--- src/rtl/cis_clkgen_pkg.sv ---
package cis_clkgen_pkg;
   // clamp flag positions in the error vector
   localparam int ERR_PERIOD = 0;
   localparam int ERR_HIGH   = 1;
   localparam int ERR_LINE   = 2;
   localparam int ERR_SAMPLE = 3;
   localparam int ERR_N      = 4;

   // sensor clock index whose falling edge loads the start pulse
   localparam int LOAD_CLOCK  = 1;
   // sensor clock index that carries the first pixel
   localparam int FIRST_PIXEL = 2;

   function automatic int ceil_div(input int a, input int b);
      return (a + b - 1) / b;
   endfunction
endpackage

--- src/rtl/cis_clkgen_limits.sv ---
module cis_clkgen_limits
   import cis_clkgen_pkg::*;
#(
   parameter int PW       = 10,
   parameter int LW       = 16,
   parameter int PMIN     = 17,
   parameter int PMAX     = 1000,
   parameter int PTHR     = 20,
   parameter int MIN_LINE = 960,
   parameter int HAS_AUTO = 1
) (
   input  logic [PW-1:0]    period_i,
   input  logic [PW-1:0]    high_i,
   input  logic [PW-1:0]    sample_i,
   input  logic [LW-1:0]    line_i,
   input  logic             auto_i,
   output logic [PW-1:0]    per_o,
   output logic [PW-1:0]    high_o,
   output logic [PW-1:0]    sample_o,
   output logic [LW-1:0]    line_o,
   output logic             sp_idx_o,
   output logic [PW-1:0]    sp_ph_o,
   output logic [ERR_N-1:0] err_o
);
   localparam logic [PW-1:0]   PMIN_V = PW'(PMIN);
   localparam logic [PW-1:0]   PMAX_V = PW'(PMAX);
   localparam logic [PW+1:0]   PTHR_V = (PW+2)'(PTHR);
   localparam logic [LW-1:0]   LMIN_V = LW'(MIN_LINE);

   logic [PW+1:0] per_x, lo_x, hi_x, req_x, high_x;
   logic [PW-1:0] per_m1, half;
   logic          auto_eff;

   // period range
   always_comb begin
      err_o[ERR_PERIOD] = 1'b0;
      per_o             = period_i;
      if (period_i < PMIN_V) begin
         per_o             = PMIN_V;
         err_o[ERR_PERIOD] = 1'b1;
      end else if (period_i > PMAX_V) begin
         per_o             = PMAX_V;
         err_o[ERR_PERIOD] = 1'b1;
      end
   end

   assign per_x = {2'b00, per_o};
   assign lo_x  = (per_x + (PW+2)'(3)) >> 2;
   assign hi_x  = ((per_x << 1) + per_x) >> 2;

   // duty policy variant
   generate
      if (HAS_AUTO != 0) begin : g_auto
         assign auto_eff = auto_i;
         always_comb begin
            if (auto_i)
               req_x = (per_x >= PTHR_V) ? lo_x : (per_x >> 1);
            else
               req_x = {2'b00, high_i};
         end
      end else begin : g_manual
         logic unused_auto;
         assign unused_auto = auto_i;
         assign auto_eff    = 1'b0;
         assign req_x       = {2'b00, high_i};
      end
   endgenerate

   // high time range
   always_comb begin
      high_x = req_x;
      if (req_x < lo_x)      high_x = lo_x;
      else if (req_x > hi_x) high_x = hi_x;
      err_o[ERR_HIGH] = !auto_eff && ((req_x < lo_x) || (req_x > hi_x));
   end
   assign high_o = high_x[PW-1:0];

   // sample offset range
   assign per_m1 = per_o - PW'(1);
   always_comb begin
      sample_o          = sample_i;
      err_o[ERR_SAMPLE] = 1'b0;
      if (sample_i > per_m1) begin
         sample_o          = per_m1;
         err_o[ERR_SAMPLE] = 1'b1;
      end
   end

   // line length floor
   always_comb begin
      line_o          = line_i;
      err_o[ERR_LINE] = 1'b0;
      if (line_i < LMIN_V) begin
         line_o          = LMIN_V;
         err_o[ERR_LINE] = 1'b1;
      end
   end

   // start pulse opens half a period before the loading falling edge
   assign half = per_o >> 1;
   always_comb begin
      if (high_o >= half) begin
         sp_idx_o = 1'b1;
         sp_ph_o  = high_o - half;
      end else begin
         sp_idx_o = 1'b0;
         sp_ph_o  = high_o + per_o - half;
      end
   end
endmodule

--- src/rtl/cis_clkgen_phase.sv ---
module cis_clkgen_phase #(
   parameter int PW = 10
) (
   input  logic          clk,
   input  logic          rst_n,
   input  logic          run,
   input  logic [PW-1:0] per_i,
   input  logic [PW-1:0] high_i,
   input  logic [PW-1:0] smp_i,
   output logic [PW-1:0] ph_o,
   output logic          wrap_o,
   output logic          smp_hit_o,
   output logic          sclk_o,
   output logic          strobe_o
);
   logic [PW-1:0] ph;
   logic          sclk_q, strb_q;

   assign ph_o      = ph;
   assign wrap_o    = (ph == per_i - PW'(1));
   assign smp_hit_o = (ph == smp_i);
   assign sclk_o    = sclk_q;
   assign strobe_o  = strb_q;

   always_ff @(posedge clk or negedge rst_n) begin
      if (!rst_n) begin
         ph     <= '0;
         sclk_q <= 1'b0;
         strb_q <= 1'b0;
      end else begin
         if (!run || wrap_o) ph <= '0;
         else                ph <= ph + PW'(1);
         sclk_q <= run && (ph < high_i);
         strb_q <= run && smp_hit_o;
      end
   end

   // checker state: high run length and strobes per sensor clock
   logic [PW-1:0] hc;
   logic [1:0]    sc;
   logic          sclk_d, seen;
   logic          rose;
   assign rose = sclk_q && !sclk_d;

   always_ff @(posedge clk or negedge rst_n) begin
      if (!rst_n) begin
         hc <= '0; sc <= '0; sclk_d <= 1'b0; seen <= 1'b0;
      end else begin
         sclk_d <= sclk_q;
         hc     <= sclk_q ? hc + PW'(1) : '0;
         if (!run) begin
            sc <= '0; seen <= 1'b0;
         end else if (rose) begin
            sc <= {1'b0, strb_q}; seen <= 1'b1;
         end else if (strb_q && sc != 2'd3) begin
            sc <= sc + 2'd1;
         end
      end
   end

   assert_phase_in_period_R1: assert property (@(posedge clk) disable iff (!rst_n)
      run |-> (ph < per_i));

   assert_duty_in_limits_R2: assert property (@(posedge clk) disable iff (!rst_n)
      ($fell(sclk_q) && run) |->
         (({hc, 2'b00} >= {2'b00, per_i}) &&
          ({hc, 2'b00} <= ({1'b0, per_i, 1'b0} + {2'b00, per_i}))));

   assert_one_strobe_per_clock_R6: assert property (@(posedge clk) disable iff (!rst_n)
      (run && rose && seen) |-> (sc == 2'd1));
endmodule

--- src/rtl/cis_clkgen_frame.sv ---
module cis_clkgen_frame
   import cis_clkgen_pkg::*;
#(
   parameter int PW = 10,
   parameter int LW = 16
) (
   input  logic          clk,
   input  logic          rst_n,
   input  logic          run,
   input  logic          wrap_i,
   input  logic          smp_hit_i,
   input  logic [PW-1:0] ph_i,
   input  logic [PW-1:0] per_i,
   input  logic [LW-1:0] line_i,
   input  logic          sp_idx_i,
   input  logic [PW-1:0] sp_ph_i,
   output logic          sp_o,
   output logic          line_o
);
   logic [LW-1:0] idx;
   logic [PW-1:0] sp_cnt;
   logic          sp_q, line_q, start_hit;

   assign start_hit = (idx == {{(LW-1){1'b0}}, sp_idx_i}) && (ph_i == sp_ph_i);
   assign sp_o      = sp_q;
   assign line_o    = line_q;

   always_ff @(posedge clk or negedge rst_n) begin
      if (!rst_n) begin
         idx    <= '0;
         sp_cnt <= '0;
         sp_q   <= 1'b0;
         line_q <= 1'b0;
      end else begin
         if (!run)
            idx <= '0;
         else if (wrap_i)
            idx <= (idx == line_i - LW'(1)) ? '0 : idx + LW'(1);

         if (!run)               sp_cnt <= '0;
         else if (start_hit)     sp_cnt <= per_i - PW'(1);
         else if (sp_cnt != '0)  sp_cnt <= sp_cnt - PW'(1);

         sp_q   <= run && (start_hit || (sp_cnt != '0));
         line_q <= run && smp_hit_i && (idx == LW'(FIRST_PIXEL));
      end
   end

   assert_index_in_line_R4: assert property (@(posedge clk) disable iff (!rst_n)
      run |-> (idx < line_i));

   assert_window_no_overlap_R5: assert property (@(posedge clk) disable iff (!rst_n)
      (run && start_hit) |-> (sp_cnt == '0));
endmodule

--- src/rtl/cis_clkgen.sv ---
module cis_clkgen
   import cis_clkgen_pkg::*;
#(
   parameter int SYS_KHZ       = 100000,
   parameter int FMAX_KHZ      = 6000,
   parameter int FMIN_KHZ      = 100,
   parameter int FTYP_KHZ      = 5000,
   parameter int MIN_LINE      = 960,
   parameter int LINE_W        = 16,
   parameter int HAS_AUTO_DUTY = 1,
   localparam int PMIN = (SYS_KHZ + FMAX_KHZ - 1) / FMAX_KHZ,
   localparam int PMAX = SYS_KHZ / FMIN_KHZ,
   localparam int PW   = $clog2(PMAX + 1)
) (
   input  logic              clk,
   input  logic              rst_n,
   input  logic              run_en,
   input  logic [PW-1:0]     cfg_period,
   input  logic [PW-1:0]     cfg_high,
   input  logic [LINE_W-1:0] cfg_line,
   input  logic [PW-1:0]     cfg_sample,
   input  logic              cfg_auto_duty,
   output logic              sclk_o,
   output logic              sstart_o,
   output logic              sample_o,
   output logic              line_o,
   output logic [ERR_N-1:0]  cfg_err_o
);
   localparam int PTHR = SYS_KHZ / FTYP_KHZ;

   // elaboration-time parameter checks
   generate
      if (PMIN < 4) begin : g_bad_pmin
         $error("period floor below four system clocks");
      end
      if (FMIN_KHZ >= FMAX_KHZ) begin : g_bad_range
         $error("frequency range empty");
      end
      if (MIN_LINE < FIRST_PIXEL + 1 || MIN_LINE >= (1 << LINE_W)) begin : g_bad_line
         $error("line floor out of range");
      end
   endgenerate

   logic run, start;
   assign start = run_en && !run;

   logic [PW-1:0]     l_per, l_high, l_smp, l_spph;
   logic [LINE_W-1:0] l_line;
   logic              l_spidx;
   logic [ERR_N-1:0]  l_err;

   cis_clkgen_limits #(
      .PW(PW), .LW(LINE_W), .PMIN(PMIN), .PMAX(PMAX), .PTHR(PTHR),
      .MIN_LINE(MIN_LINE), .HAS_AUTO(HAS_AUTO_DUTY)
   ) u_limits (
      .period_i(cfg_period), .high_i(cfg_high), .sample_i(cfg_sample),
      .line_i(cfg_line), .auto_i(cfg_auto_duty),
      .per_o(l_per), .high_o(l_high), .sample_o(l_smp), .line_o(l_line),
      .sp_idx_o(l_spidx), .sp_ph_o(l_spph), .err_o(l_err)
   );

   // settings frozen for the whole run
   logic [PW-1:0]     per_q, high_q, smp_q, spph_q;
   logic [LINE_W-1:0] line_q;
   logic              spidx_q;
   logic [ERR_N-1:0]  err_q;

   always_ff @(posedge clk or negedge rst_n) begin
      if (!rst_n) begin
         run     <= 1'b0;
         per_q   <= PW'(PMIN);
         high_q  <= PW'(1);
         smp_q   <= '0;
         spph_q  <= '0;
         spidx_q <= 1'b0;
         line_q  <= LINE_W'(MIN_LINE);
         err_q   <= '0;
      end else begin
         run <= run_en;
         if (start) begin
            per_q   <= l_per;
            high_q  <= l_high;
            smp_q   <= l_smp;
            spph_q  <= l_spph;
            spidx_q <= l_spidx;
            line_q  <= l_line;
            err_q   <= l_err;
         end
      end
   end
   assign cfg_err_o = err_q;

   logic [PW-1:0] ph;
   logic          wrap, smp_hit;

   cis_clkgen_phase #(.PW(PW)) u_phase (
      .clk(clk), .rst_n(rst_n), .run(run),
      .per_i(per_q), .high_i(high_q), .smp_i(smp_q),
      .ph_o(ph), .wrap_o(wrap), .smp_hit_o(smp_hit),
      .sclk_o(sclk_o), .strobe_o(sample_o)
   );

   cis_clkgen_frame #(.PW(PW), .LW(LINE_W)) u_frame (
      .clk(clk), .rst_n(rst_n), .run(run),
      .wrap_i(wrap), .smp_hit_i(smp_hit), .ph_i(ph), .per_i(per_q),
      .line_i(line_q), .sp_idx_i(spidx_q), .sp_ph_i(spph_q),
      .sp_o(sstart_o), .line_o(line_o)
   );

   // checker: falling edges of the sensor clock inside one start pulse
   logic       sclk_d;
   logic [1:0] sp_falls;
   always_ff @(posedge clk or negedge rst_n) begin
      if (!rst_n) begin
         sclk_d   <= 1'b0;
         sp_falls <= '0;
      end else begin
         sclk_d <= sclk_o;
         if (!sstart_o)
            sp_falls <= '0;
         else if (sclk_d && !sclk_o && sp_falls != 2'd3)
            sp_falls <= sp_falls + 2'd1;
      end
   end

   assert_start_one_fall_R5: assert property (@(posedge clk) disable iff (!rst_n)
      ($fell(sstart_o) && run && $past(run)) |-> (sp_falls == 2'd1));

   assert_first_pixel_on_strobe_R7: assert property (@(posedge clk) disable iff (!rst_n)
      line_o |-> sample_o);

   assert_flags_held_R8: assert property (@(posedge clk) disable iff (!rst_n)
      (run && $past(run)) |-> $stable(cfg_err_o));

   assert_idle_quiet_R9: assert property (@(posedge clk) disable iff (!rst_n)
      (!run && !$past(run)) |-> (!sclk_o && !sstart_o && !sample_o && !line_o));
endmodule

--- config.mk ---
export PLATFORM = sky130hd
export DESIGN_NAME = cis_clkgen
export DESIGN_NICKNAME = d
export VERILOG_FILES = /design/src/rtl/cis_clkgen_pkg.sv /design/src/rtl/cis_clkgen_limits.sv /design/src/rtl/cis_clkgen_phase.sv /design/src/rtl/cis_clkgen_frame.sv /design/src/rtl/cis_clkgen.sv
export SDC_FILE = /design/constraint.sdc
export NUM_CORES = 1
export LEC_CHECK = 0
export ABC_AREA = 1
export BUFFER_PORTS_ARGS = -buffer_cell sky130_fd_sc_hd__buf_2
export CAP_MARGIN = 0
export CORE_MARGIN = 3
export CORE_UTILIZATION = 50
export CTS_BUF_LIST = sky130_fd_sc_hd__clkbuf_16
export CTS_CLUSTER_DIAMETER = 80
export CTS_CLUSTER_SIZE = 12
export DETAILED_ROUTE_END_ITERATION = 7
export PLACE_DENSITY = 0.67
export SYNTH_ARGS = -nofsm -noshare
export SYNTH_HDL_FRONTEND = slang
export SYNTH_SLANG_ARGS = --single-unit
--- constraint.sdc ---
create_clock -name clk -period 2.4 [get_ports clk]
set_input_delay 0.48 -clock clk [delete_from_list [all_inputs] [get_ports clk]]
set_output_delay 0.48 -clock clk [all_outputs]
set_load 0.05 [all_outputs]
Yosys cells after proc, flatten, opt, wreduce, memory -nomap -nowiden
Cells that the tools add are included.
- output and inout bits: 8
- register bits after elaboration: 102
- bits of input ports: 50
- logic and storage cells: 77
- mux-type cells: 21
- order comparisons: 9
- reduce and logical (&&, ||, !) cells: 13
- eq/ne operators: 8
- $add $sub $neg: 11
- operators with widths (cell ; number):
    2-to-1 mux 10 bit ; 12
    2-to-1 mux 16 bit ; 4
    == test 10 bit ; 3
    subtractor 10 x 1 -> 10 bit (second input constant) ; 3
    greater-than comparator 10 bit ; 2
    subtractor 10 x 9 -> 10 bit ; 2
    adder 16 x 1 -> 16 bit (second input constant) ; 1
    == test 16 x 1 -> 1 bit ; 1
    == test 16 bit ; 1
    == test 16 x 2 -> 1 bit (second input constant) ; 1
    < comparator 16 x 10 -> 1 bit (second input constant) ; 1
    subtractor 16 x 1 -> 16 bit (second input constant) ; 1
    adder 11 x 10 -> 12 bit ; 1
    adder 10 x 2 -> 11 bit (second input constant) ; 1
    adder 10 x 1 -> 10 bit (second input constant) ; 1
    adder 10 bit ; 1
    greater-or-equal comparator 10 x 5 -> 1 bit (second input constant) ; 1
    greater-or-equal comparator 10 x 9 -> 1 bit ; 1
    greater-than comparator 10 bit (second input constant) ; 1
    < comparator 10 bit ; 1
    < comparator 10 x 5 -> 1 bit (second input constant) ; 1
    < comparator 10 x 9 -> 1 bit ; 1
    nonzero test 10 bit ; 1
    logical AND 1 bit ; 7
    5 further kinds ; 12

Depth between registers and ports, before layout
- depth after elaboration: 12
- gate-level depth with buffers: 45
- gate-level depth less buffers: 43

Modules after synthesis
Synthesis repeated with hierarchy kept, for this count alone.
- cells, all modules: 1449
- area, all modules: 10082.2 µm²
- by module, submodules not included (module ; area an instance (µm²) ; cells each ; instances):
    cis_clkgen_limits ; 3542.1 ; 555 ; 1
    cis_clkgen_frame ; 2728.9 ; 432 ; 1
    cis_clkgen ; 2497.4 ; 266 ; 1
    cis_clkgen_phase ; 1313.8 ; 196 ; 1

Worst setup path before layout
No wires, ideal clock.
- kind: input to register
- from: in cfg_period[9]
- to: reg spph_q[6]
- setup slack: -4.100 ns
- buffers on the path: 4
- arrival time: 6.383 ns
- library setup time: 0.117 ns
- stages on the path: 38
- data required time: 2.283 ns
- cell sequence: buf_4 clkinv_2 nand3_1 nor2_2 nand2_4 nand3_4 inv_1 ha_1 inv_1 fa_1 o31ai_1 a21oi_1 o21ai_0 xor2_1 ha_1 a21oi_1 o21ai_0 nand2_1 (+2 left out) clkbuf_1 inv_1 clkbuf_1 nand2_1 o21ai_0 o21ai_0 ha_1 inv_1 fa_1 nand3_1 nand2_1 nand2_1 o211ai_1 a221oi_1 buf_2 nand3_1 nand3_1 nand2_1
- cells in the longest elaborated chain, start to end: 12
- elaborated cells between the ends (all ways): 18
- those cells by class: add/sub (5); order compare (6); mux (7)
- ends and longest elaborated chain (what ; RTL line ; RTL):
    start: declaration ; cis_clkgen.sv:18 ; input logic [PW-1:0] cfg_period,
    greater-than comparator 10 bit ; cis_clkgen_limits.sv:41 ; end else if (period_i > PMAX_V) begin
    2-to-1 mux 10 bit ; cis_clkgen_limits.sv:41 ;
    2-to-1 mux 10 bit * ; cis_clkgen_limits.sv:38 ; if (period_i < PMIN_V) begin
    named net l_per[1] ; cis_clkgen.sv:47 ; logic [PW-1:0] l_per, l_high, l_smp, l_spph;
    adder 10 x 2 -> 11 bit or greater-or-equal comparator 10 x 5 -> 1 bit (tied branches) ; cis_clkgen_limits.sv:48, cis_clkgen_limits.sv:57 ;
    2-to-1 mux 10 bit ; cis_clkgen_limits.sv:57 ; req_x = (per_x >= PTHR_V) ? lo_x : (per_x >> 1);
    2-to-1 mux 10 bit ; cis_clkgen_limits.sv:56 ; if (auto_i)
    greater-than comparator 10 bit ; cis_clkgen_limits.sv:73 ; else if (req_x > hi_x) high_x = hi_x;
    2-to-1 mux 10 bit ; cis_clkgen_limits.sv:73 ;
    2-to-1 mux 10 bit ; cis_clkgen_limits.sv:72 ; if (req_x < lo_x) high_x = lo_x;
    adder 10 bit ; cis_clkgen_limits.sv:107 ; sp_ph_o = high_o + per_o - half;
    subtractor 10 x 9 -> 10 bit ; cis_clkgen_limits.sv:107 ;
    2-to-1 mux 10 bit * ; cis_clkgen_limits.sv:102 ; if (high_o >= half) begin
    end signal: assignment ; cis_clkgen.sv:84 ; spph_q <= l_spph;
    end: declaration ; cis_clkgen.sv:63 ; logic [PW-1:0] per_q, high_q, smp_q, spph_q;
Mark *: on every way through the listed nets, which the timed path passes. The rest lies on a longest branch.
A chain may end at the register's enable or synchronous reset.

Final worst setup path
- from: in cfg_period[3]
- to: reg spph_q[8]
- cells in the longest elaborated chain, start to end: 12
- elaborated cells between the ends (all ways): 18
- those cells by class: add/sub (5); order compare (6); mux (7)
- ends and longest elaborated chain (what ; RTL line):
    greater-than comparator 10 bit ; cis_clkgen_limits.sv:41
    2-to-1 mux 10 bit ; cis_clkgen_limits.sv:41
    2-to-1 mux 10 bit * ; cis_clkgen_limits.sv:38
    adder 10 x 2 -> 11 bit or greater-or-equal comparator 10 x 5 -> 1 bit (tied branches) ; cis_clkgen_limits.sv:48, cis_clkgen_limits.sv:57
    2-to-1 mux 10 bit ; cis_clkgen_limits.sv:57
    2-to-1 mux 10 bit ; cis_clkgen_limits.sv:56
    greater-than comparator 10 bit ; cis_clkgen_limits.sv:73
    2-to-1 mux 10 bit ; cis_clkgen_limits.sv:73
    2-to-1 mux 10 bit * ; cis_clkgen_limits.sv:72
    named net l_high[1] ; cis_clkgen.sv:47
    adder 10 bit ; cis_clkgen_limits.sv:107
    subtractor 10 x 9 -> 10 bit ; cis_clkgen_limits.sv:107
    2-to-1 mux 10 bit * ; cis_clkgen_limits.sv:102
Marks and branches as above.

==> summary.txt <==
Layout
  – Share of post-route cells with drive strength above 1: 42.9%
  – Commonest cells after routing, fill and taps aside: buf_4, nand2_1, inv_1
  – Nets@finish: 1,750
  – P&R area growth vs syn: 54.8%
  – Most common cell after layout, fill and taps aside: buf_4
  – # fillers: 1,086
  – Antenna cell count: 0

STA
  – Max_slew headroom: 53.7%
  – Pins Over Slew Limit: 0
  – Min Hold Slack: 0.113 ns
  – TNS Setup: -76.41 ns
  – Slew at the pin with the worst max-slew slack: 0.695 ns
  – Period minus WS final: 6.16 ns
  – Layout Skew: 0.00839 ns
  – F_max: 0.162 GHz
  – Worst Slack Setup Final: -3.76 ns
  – Final Cycle Share: 257%
  – Endpoints failing hold: 0
  – RSZ-0062 raised after global routing: yes
  – Endpoints failing setup: 47

Synth
  – Cell Area, Synth: 9070 um^2
  – Largest area contributor in the netlist: dfrtp_1
  – Sequential share of the synthesized area: 28.2%
  – Gate Count Post-Synth: 1,204
  – YS warnings: 0
  – Avg Cell Area, Syn: 7.53 um^2
  – Post-synthesis register bit count: 102
  – Net count after synthesis: 1,356
  – Primary FF master, synth: dfrtp_1
  – Netlist cell types: 59
  – Post-synth ARST share: 100%
  – Synth top area cells: dfrtp_1, ha_1, nand2_1, xor2_1, inv_1
  – Post-synth EDFFs: 0
  – Top cell type's share of synthesized area: 26.2%

Power
  – Leakage: 6.86 nW
  – Peak VDD IR: 0.647 mV
  – Power density over the cells: 690 nW/um^2
  – Power Total: 9.69 mW

Worst setup path
  – FF-to-FF path depth: 14
  – R2r startpoint: line_q[2]
  – Setup crit start kind: input pin
  – Reg-to-reg endpoint: u_frame.idx[13]
  – CP endpoint: spph_q[8]
  – Crit-path slowest cell: fa_2
  – Slowest stage delay, CP: 0.45 ns
  – WS Path Type: input pin to flop
  – Crit path max fanout: 7
  – Reg-to-reg setup timing slack: -0.05 ns
  – Crit. Startpoint: cfg_period[3]
  – Critical Path Sink Type: flop
  – CP required: 2.64 ns
  – WP data arrival: 6.40 ns
  – Cell mode on critical path: nand2_2

Route
  – Via density per instance: 5.90
  – DRC: 0
  – Initial DRC Count: 1,077
  – Wire per inst: 20.3 um
  – DRT Wirelength: 37,100 um
  – Drt first pass iters: 6
  – Vias: 10,800
  – Post-route ant nets: 0

GRT
  – First-pass GRT wire length: 48,600 um
  – Number of global-route vias before repair: 9,835
  – Antenna violations before repair: 0
  – Pin count of the biggest net entering global routing: 68
  – Grt total ovfl: 0
  – Total GRT Usage: 30.1%

Placement
  – GPL Wtd Cong: 0.962
  – Pre-CTS WS: -3.75 ns
  – Post-DP HPWL: 21,200 um
  – # port buffers: 57

Floorplan
  – IO Count: 58
  – Row Count: 48
  – Die W: 141 um
  – Initial Util: 51.7%
  – DIE HEIGHT: 141 um
  – Core area: 17,500 um^2
  – DIE AREA: 19,800 um^2

CTS
  – Hold_buf cts: 0
  – CTS Root Cell: clkbuf_16
  – Skew-Pair Late Insertion Delay: 0.36 ns
  – Total clock sinks: 102
  – TritonCTS clock tree: yes
  – H-Tree Depth: 3
  – Clock transition at the registers of the reported paths: 0.07 ns
  – Num CTS Buffers: 9
  – CTS max path bufs: 2

Status
  – Outcome: complete, but fails checks
  – Violated checks: negative setup slack

Run
  – Max-cap violations: 0

Worst hold path
  – Hold Crit Class: input pin to async pin
==> report_power, final <==
part,total [mW],switching [mW],internal [mW]
clock network,1.34,0.651,0.686
logic,6.01,3.17,2.85
registers,2.34,0.303,2.03
==> worst max-delay path: cells and delay by family <==
kind,cells,cell delay [ns]
AND/OR/NAND/NOR,17,1.80
AO/OA/AOI/OAI,10,1.60
adder cells (fa/ha/maj),4,1.25
buffers and inverters,10,1.08
XOR/XNOR,1,0.17
==> kinds of logic (layout without fill, tap and decap cells) <==
family                   after synthesis  count (layout)  share of synthesized area [%]
AO/OA/AOI/OAI                        203             203                           13.1
XOR/XNOR                             107             107                           10.3
adder cells (fa/ha/maj)              102             102                           15.0
buffers and inverters                184             579                           8.11
flip-flops                           102             102                           28.2
AND/OR/NAND/NOR                      506             510                           25.3
==> metal layers <==
metal  up-vias  wire (um)  GRT usage [%]
met4         0       2570           15.9
met5         -          0              0
met1      5115      14000           38.2
li1       4796          -              -
met3       222       2840           3.80
met2       655      17700           50.3
==> through the flow <==
step,cell area [um^2],util (%),cells
floorplan,9350,-,1204
global placement,11500,65.6,1680
detailed placement,11500,65.6,1680
CTS,13000,74.0,1787
global route,14000,80.0,1828
finish,14000,80.0,1828
==> state kept, by name, indices dropped and copies added, names as in the netlist <==
signal,flops
u_phase.strobe_o,1
u_frame.line_o,1
u_frame.sp_cnt,10
u_phase.ph_o,10
spidx_q,1
per_q,10
u_frame.sp_o,1
line_q,16
u_frame.idx,16
spph_q,10
run,1
high_q,10
cfg_err_o,4
smp_q,10
u_phase.sclk_o,1
==> area by class of cell <==
cell class	count	area, um^2	share of cell area (%)
clock buffers	9	225	1.60
clock inverters	7	31.3	0.223
inverters	145	602	4.29
multi-input cells	922	6980	49.7
flip-flops and latches	102	2560	18.3
well taps	225	282	2.01
repair buffers	418	3350	23.9
==> repair_timing <==
item	CTS	global route
gates resized for setup	128	167
setup endpoints to repair	48	64
buffers inserted	92	36
gates cloned	1	9
pin swaps	82	85
==> synth_stat cells, types with 4 or more instances <==
| cell | number |
|---|---|
| a21oi_1 | 65 |
| a22o_1 | 4 |
| a31oi_1 | 4 |
| buf_2 | 7 |
| clkbuf_1 | 24 |
| dfrtp_1 | 95 |
| dfstp_2 | 7 |
| fa_1 | 11 |
| ha_1 | 91 |
| inv_1 | 138 |
| inv_2 | 4 |
| nand2_1 | 263 |
| nand2_2 | 5 |
| nand3_1 | 68 |
| nand3_2 | 6 |
| nand4_1 | 19 |
| nor2_1 | 76 |
| nor3_1 | 26 |
| nor3b_1 | 4 |
| nor4_1 | 16 |
| o2111ai_1 | 6 |
| o211ai_1 | 16 |
| o21ai_0 | 72 |
| o21ai_1 | 6 |
| or2_2 | 6 |
| xnor2_1 | 22 |
| xor2_1 | 85 |
==> how the worst min path moves through the flow <==
stage | startpoint | to | slack, ns | cells after the start
3_5_place_dp | high_q[0] | high_q[0] | 0.46 | 2
6_report | rst_n | smp_q[6] | 0.11 | 1
3_3_place_gp | cfg_err_o[3] | cfg_err_o[3] | 0.46 | 2
2_1_floorplan | rst_n | cfg_err_o[0] | 0.18 | 0
4_1_cts | rst_n | u_frame.sp_cnt[7] | 0.14 | 1
5_1_grt | rst_n | smp_q[6] | 0.15 | 1
Power figures use the tool's default switching activity.
